--- src/rtl/dmaseq_pkg.sv ---
package dmaseq_pkg;

    typedef enum logic [1:0] {
        OM_DEMAND  = 2'd0,
        OM_SINGLE  = 2'd1,
        OM_BLOCK   = 2'd2,
        OM_CASCADE = 2'd3
    } op_mode_e;

    typedef enum logic [1:0] {
        XK_VERIFY = 2'd0,
        XK_TO_MEM = 2'd1,
        XK_TO_DEV = 2'd2,
        XK_BAD    = 2'd3
    } xfer_kind_e;

    // Mode byte layout: [7:6] op, [5] decrement, [4] reload, [3:2] kind, [1:0] unused
    typedef struct packed {
        op_mode_e   op;
        logic       dec;
        logic       reload;
        xfer_kind_e kind;
        logic [1:0] spare;
    } mode_t;

    function automatic mode_t unpack_mode(input logic [7:0] raw);
        return mode_t'(raw);
    endfunction

endpackage

--- src/rtl/dmaseq_pick.sv ---
module dmaseq_pick #(
    parameter int NCH = 4,
    localparam int CHW = $clog2(NCH)
) (
    input  logic [NCH-1:0] elig_i,
    output logic [NCH-1:0] grant_o,
    output logic [CHW-1:0] idx_o,
    output logic           valid_o
);
    // Scan from the top down so the lowest index is left standing.
    always_comb begin
        grant_o = '0;
        idx_o   = '0;
        for (int i = NCH - 1; i >= 0; i--) begin
            if (elig_i[i]) begin
                grant_o = '0;
                grant_o[i] = 1'b1;
                idx_o = CHW'(i);
            end
        end
        valid_o = |elig_i;
    end
endmodule

--- src/rtl/dmaseq_step.sv ---
module dmaseq_step
    import dmaseq_pkg::*;
#(
    parameter int AW = 16,
    parameter int CW = 16
) (
    input  logic [AW-1:0] cur_addr_i,
    input  logic [CW-1:0] cur_cnt_i,
    input  logic [AW-1:0] base_addr_i,
    input  logic [CW-1:0] base_cnt_i,
    input  mode_t         mode_i,
    output logic [AW-1:0] nxt_addr_o,
    output logic [CW-1:0] nxt_cnt_o,
    output logic          expire_o
);
    logic [AW-1:0] moved_addr;
    logic [CW-1:0] less_cnt;

    always_comb begin
        moved_addr = mode_i.dec ? cur_addr_i - AW'(1) : cur_addr_i + AW'(1);
        less_cnt   = cur_cnt_i - CW'(1);
        expire_o   = (cur_cnt_i == '0);
        if (expire_o && mode_i.reload) begin
            nxt_addr_o = base_addr_i;
            nxt_cnt_o  = base_cnt_i;
        end else begin
            nxt_addr_o = moved_addr;
            nxt_cnt_o  = less_cnt;
        end
    end
endmodule

--- src/rtl/dmaseq_hold.sv ---
module dmaseq_hold #(
    parameter int NCH = 4
) (
    input  logic           clk,
    input  logic           rst,
    input  logic           hlda_i,
    input  logic [NCH-1:0] drq_i,
    input  logic           any_elig_i,
    input  logic           yield_set_i,
    output logic [NCH-1:0] drq_fell_o,
    output logic           yield_o,
    output logic           hrq_o
);
    logic [NCH-1:0] drq_prev;

    always_ff @(posedge clk) begin
        if (rst) begin
            drq_prev <= '0;
            yield_o  <= 1'b0;
        end else begin
            drq_prev <= drq_i;
            if (!hlda_i)
                yield_o <= 1'b0;
            else if (yield_set_i)
                yield_o <= 1'b1;
        end
    end

    assign drq_fell_o = drq_prev & ~drq_i;
    assign hrq_o      = any_elig_i & ~yield_o;


    yield_release_chk: assert property (@(posedge clk) disable iff (rst)
        (yield_o && !hlda_i) |=> !yield_o);
endmodule

--- src/rtl/dmaseq_core.sv ---
module dmaseq_core
    import dmaseq_pkg::*;
#(
    parameter int NCH = 4,
    parameter int AW  = 16,
    parameter int CW  = 16,
    localparam int CHW = $clog2(NCH)
) (
    input  logic                    clk,
    input  logic                    rst,
    input  logic                    hlda_i,
    input  logic [NCH-1:0]          drq_i,
    input  logic [NCH-1:0]          req_i,
    input  logic [NCH-1:0]          mask_i,
    input  logic [NCH-1:0][7:0]     mode_i,
    input  logic [NCH-1:0][AW-1:0]  base_addr_i,
    input  logic [NCH-1:0][CW-1:0]  base_cnt_i,
    input  logic [NCH-1:0][AW-1:0]  cur_addr_i,
    input  logic [NCH-1:0][CW-1:0]  cur_cnt_i,
    output logic                    hrq_o,
    output logic [NCH-1:0]          clr_req_o,
    output logic                    wb_en_o,
    output logic [CHW-1:0]          wb_ch_o,
    output logic [AW-1:0]           wb_addr_o,
    output logic [CW-1:0]           wb_cnt_o,
    output logic [NCH-1:0]          set_mask_o,
    output logic [NCH-1:0]          set_tc_o,
    output logic [NCH-1:0]          dack_o,
    output logic                    tc_o,
    output logic [AW-1:0]           mem_addr_o,
    output logic                    to_mem_o,
    output logic                    to_dev_o,
    output logic                    verify_o,
    output logic                    err_type_o,
    output logic                    err_mode_o
);
    logic [NCH-1:0] elig, grant, drq_fell;
    logic [CHW-1:0] idx;
    logic           valid, yield, yield_set, go, adv, expire;
    mode_t          sel_mode;
    logic [AW-1:0]  nxt_addr;
    logic [CW-1:0]  nxt_cnt;

    dmaseq_hold #(.NCH(NCH)) u_hold (
        .clk         (clk),
        .rst         (rst),
        .hlda_i      (hlda_i),
        .drq_i       (drq_i),
        .any_elig_i  (valid),
        .yield_set_i (yield_set),
        .drq_fell_o  (drq_fell),
        .yield_o     (yield),
        .hrq_o       (hrq_o)
    );

    assign elig = req_i & ~mask_i & ~drq_fell;

    dmaseq_pick #(.NCH(NCH)) u_pick (
        .elig_i  (elig),
        .grant_o (grant),
        .idx_o   (idx),
        .valid_o (valid)
    );

    assign sel_mode = unpack_mode(mode_i[idx]);

    dmaseq_step #(.AW(AW), .CW(CW)) u_step (
        .cur_addr_i  (cur_addr_i[idx]),
        .cur_cnt_i   (cur_cnt_i[idx]),
        .base_addr_i (base_addr_i[idx]),
        .base_cnt_i  (base_cnt_i[idx]),
        .mode_i      (sel_mode),
        .nxt_addr_o  (nxt_addr),
        .nxt_cnt_o   (nxt_cnt),
        .expire_o    (expire)
    );

    always_comb begin
        go         = hlda_i & ~yield & valid;
        adv        = go & (sel_mode.op != OM_CASCADE);
        yield_set  = adv & (expire | (sel_mode.op == OM_SINGLE));
        wb_en_o    = adv;
        wb_ch_o    = idx;
        wb_addr_o  = nxt_addr;
        wb_cnt_o   = nxt_cnt;
        set_tc_o   = (adv && expire) ? grant : '0;
        set_mask_o = (adv && expire && !sel_mode.reload) ? grant : '0;
        clr_req_o  = drq_fell;
    end

    always_ff @(posedge clk) begin
        if (rst) begin
            dack_o     <= '0;
            tc_o       <= 1'b0;
            mem_addr_o <= '0;
            to_mem_o   <= 1'b0;
            to_dev_o   <= 1'b0;
            verify_o   <= 1'b0;
            err_type_o <= 1'b0;
            err_mode_o <= 1'b0;
        end else begin
            dack_o     <= go ? grant : '0;
            tc_o       <= adv & expire;
            if (adv)
                mem_addr_o <= cur_addr_i[idx];
            to_mem_o   <= adv & (sel_mode.kind == XK_TO_MEM);
            to_dev_o   <= adv & (sel_mode.kind == XK_TO_DEV);
            verify_o   <= adv & (sel_mode.kind == XK_VERIFY);
            err_type_o <= adv & (sel_mode.kind == XK_BAD);
            err_mode_o <= go & (sel_mode.op == OM_BLOCK);
        end
    end


    single_dack_chk: assert property (@(posedge clk) disable iff (rst)
        $onehot0(dack_o));

    dack_needs_hlda_chk: assert property (@(posedge clk) disable iff (rst)
        (dack_o != '0) |-> $past(hlda_i));

    tc_with_dack_chk: assert property (@(posedge clk) disable iff (rst)
        tc_o |-> (dack_o != '0));

    one_strobe_chk: assert property (@(posedge clk) disable iff (rst)
        $onehot0({to_mem_o, to_dev_o, verify_o}));

    bad_kind_quiet_chk: assert property (@(posedge clk) disable iff (rst)
        err_type_o |-> !(to_mem_o || to_dev_o || verify_o));

    tc_drops_hrq_chk: assert property (@(posedge clk) disable iff (rst)
        tc_o |-> !hrq_o);
endmodule

--- config.mk ---
export PLATFORM = sky130hd
export DESIGN_NAME = dmaseq_core
export DESIGN_NICKNAME = d
export VERILOG_FILES = /design/src/rtl/dmaseq_pkg.sv /design/src/rtl/dmaseq_pick.sv /design/src/rtl/dmaseq_step.sv /design/src/rtl/dmaseq_hold.sv /design/src/rtl/dmaseq_core.sv
export SDC_FILE = /design/constraint.sdc
export NUM_CORES = 1
export LEC_CHECK = 0
export BUFFER_PORTS_ARGS = -buffer_cell sky130_fd_sc_hd__buf_4
export CAP_MARGIN = 20
export CORE_AREA = 2 2 146 148
export DETAILED_ROUTE_END_ITERATION = 8
export DIE_AREA = 0 0 148 150
export PLACE_DENSITY = 0.57
export SKIP_CTS_REPAIR_TIMING = 1
export SKIP_LAST_GASP = 1
export SLEW_MARGIN = 10
export SYNTH_ARGS = -nofsm -noshare
export SYNTH_HDL_FRONTEND = slang
export SYNTH_HIERARCHICAL = 1
export SYNTH_SLANG_ARGS = --single-unit
--- constraint.sdc ---
create_clock -name clk -period 6.7 [get_ports clk]
set_input_delay 0.335 -clock clk [delete_from_list [all_inputs] [get_ports clk]]
set_output_delay 0.335 -clock clk [all_outputs]
set_load 0.05 [all_outputs]
==> summary.json <==
{
  "outcome": {
    "run_status": "finished, final reports clean"
  },
  "cells_and_area": {
    "finalInstanceArea_um2": 7580,
    "instances_no_fill": 1062,
    "mostFrequentLayoutCell": "buf_4",
    "area_delta_synth_final_pct": 72.2,
    "nets_finish": 1105,
    "final_cell_mix": "374 x buf_4, 68 x mux4_2, 43 x nor2_1, 33 x nand2b_1, 33 x a21oi_1",
    "drive_gt1_share_pct": 59.9
  },
  "floorplan": {
    "fp-row-count": 53,
    "floorplan.die.width_um": 148,
    "core_um2": 20700,
    "io_pins": 377,
    "floorplan.die_area_um2": 22200,
    "start_util_pct": 21.3,
    "die-height_um": 150
  },
  "critical_path": {
    "worstSetupEndpointType": "primary output",
    "reg2reg_from": "u_hold/drq_prev[1]$_SDFF_PP0_",
    "crit-reg2reg-capture": "u_hold/yield_o$_SDFFE_PP0P_",
    "critPathTopFamily": "simple AND/OR/NAND/NOR gates",
    "timing_worst_setup_path_type": "reg -> out",
    "critPathLaunchType": "flop",
    "timing.critical_path.required_ps": 6360,
    "crit_slowest_cell": "buf_4",
    "timing.critical_path.fanout_max": 40,
    "setup.reg_to_reg.worst_slack_ps": 2590,
    "crit_buf_inv": 3,
    "timing.critical_path.arrival_ps": 5010,
    "crit_chain": "nor2b_1, nor3b_1, inv_1, a21oi_4, buf_4, mux4_2, nor3_2, and4b_1, and4_1, nor3_1, a211oi_1, nand2_1, buf_4",
    "cpMostUsedCell": "buf_4",
    "timing.reg2reg.worst_path_depth": 13,
    "slowest_stage_delay_on_critical_path_ps": 670
  },
  "synth": {
    "syn_nets": 753,
    "ys_warn_count": 6,
    "average_footprint_of_a_synthesized_cell_um2": 10.2,
    "post_synth_instance_area_um2": 4400,
    "synth_cells": 433
  },
  "worst_hold_path": {
    "hold-path-cell-count": 2,
    "hold_end": "u_hold/drq_prev[1]$_SDFF_PP0_",
    "hold_path.class": "in -> reg",
    "timing.hold.worst.start": "drq_i[1]"
  },
  "timing": {
    "timing.fmax_mhz": 187,
    "max_slew_headroom_pct": 39.2,
    "post-route-min-period_ps": 5340,
    "totalNegativeSetupSlack_ps": 0,
    "hold_viol_final": 0,
    "fin_worst_skew_ps": 5.25,
    "timing_max_transition_violations_final": 0,
    "max_slew.worst_pin.slew_ps": 911,
    "setup_violations": 0,
    "finalCritPeriodShare_pct": 79.7,
    "setup_repair_after_global_routing_missed_its_margin": "false"
  },
  "place": {
    "detailed_place.area_um2": 7400,
    "dp.cells": 1053,
    "count_of_port_buffers_added_during_placement": 368,
    "finalWeightedCongestion": 0.826,
    "place_hpwl_um": 17500
  },
  "cts": {
    "clk_latency_ps": 280,
    "cts-root-buf": "clkbuf_16",
    "h-tree-depth": 2,
    "clock_tree.buffer_depth": 2,
    "clkTransAtPathRegs_ps": 50,
    "cts_made_buffers": 5,
    "tritoncts": "built",
    "cts.sink_count": 31
  },
  "global_routing": {
    "grt_max_degree": 42,
    "grt.total_usage_pct": 16.7,
    "gr-total-overflow": 0,
    "grt_first_pass_wirelength_um": 28200,
    "grt_pass1_vias": 4928,
    "antenna_found_initial": 3
  },
  "routing": {
    "initial_drt_pass_iterations": 4,
    "drc": 0,
    "vias_per_cell": 4.61,
    "totalWireLength_um": 19800,
    "via_count": 4894,
    "detail_route.wl_per_cell_um": 18.6,
    "drtIter0Drc": 99,
    "ant_nets": 0
  },
  "pwr": {
    "cellLeakagePower_nw": 3.44,
    "power_density_nw_per_um2": 204,
    "maximum_vdd_drop_mv": 0.0975
  },
  "job": {
    "max_cap_viol_count": 0
  }
}
==> sequential cells by signal, summed over array words and instances (netlist names) <==
register         cells
verify_o             1
mem_addr_o          16
u_hold/drq_prev      4
dack_o               4
u_hold/yield_o       1
err_type_o           1
tc_o                 1
err_mode_o           1
to_mem_o             1
to_dev_o             1
==> area by class of cell <==
cell class	count	area [µm²]
Fill cell	2176	13100
Multi-Input combinational cell	364	3600
Timing Repair Buffer	375	2810
Sequential cell	31	621
Tap cell	275	344
Clock buffer	6	139
Clock inverter	2	35.0
Inverter	8	30.0
Antenna cell	1	2.50
==> power breakdown <==
group	switching, mW	internal, mW	leakage (nW)
combinational	0.637	0.440	3.10
sequential	0.00513	0.197	0.253
clock	0.0799	0.185	0.0869
==> metrics by stage <==
stage,hold WS [ps],util [%],setup slack (ps),power (mW)
CTS,271,36.6,1220,1.57
global route,275,36.6,850,1.63
detailed placement,469,35.8,1470,1.30
finish,278,36.6,1360,1.54
global placement,462,35.8,1580,1.29
floorplan,405,-,91.6,0.914
==> worst max path at each step <==
stage          cells after the start       endpoint  slack [ps]                     startpoint
3_5_place_dp                      14  wb_addr_o[15]        1470                       drq_i[1]
2_1_floorplan                     13  wb_addr_o[10]          90                       drq_i[0]
5_1_grt                           12  wb_addr_o[15]         850  u_hold/drq_prev[1]$_SDFF_PP0_
3_3_place_gp                      13  wb_addr_o[15]        1580                       drq_i[1]
4_1_cts                           13  wb_addr_o[15]        1220  u_hold/drq_prev[1]$_SDFF_PP0_
6_report                          13  wb_addr_o[15]        1360  u_hold/drq_prev[1]$_SDFF_PP0_
==> metal layers <==
layer	vias to the layer above	share of wire [%]	global-route usage (%)
li1	2369	-	-
met4	4	3.0	6.48
met1	2271	36	18.6
met3	25	7.7	3.96
met5	-	0.14	0
met2	225	53	30.7
Note: power is estimated with default switching activity, not from simulation.
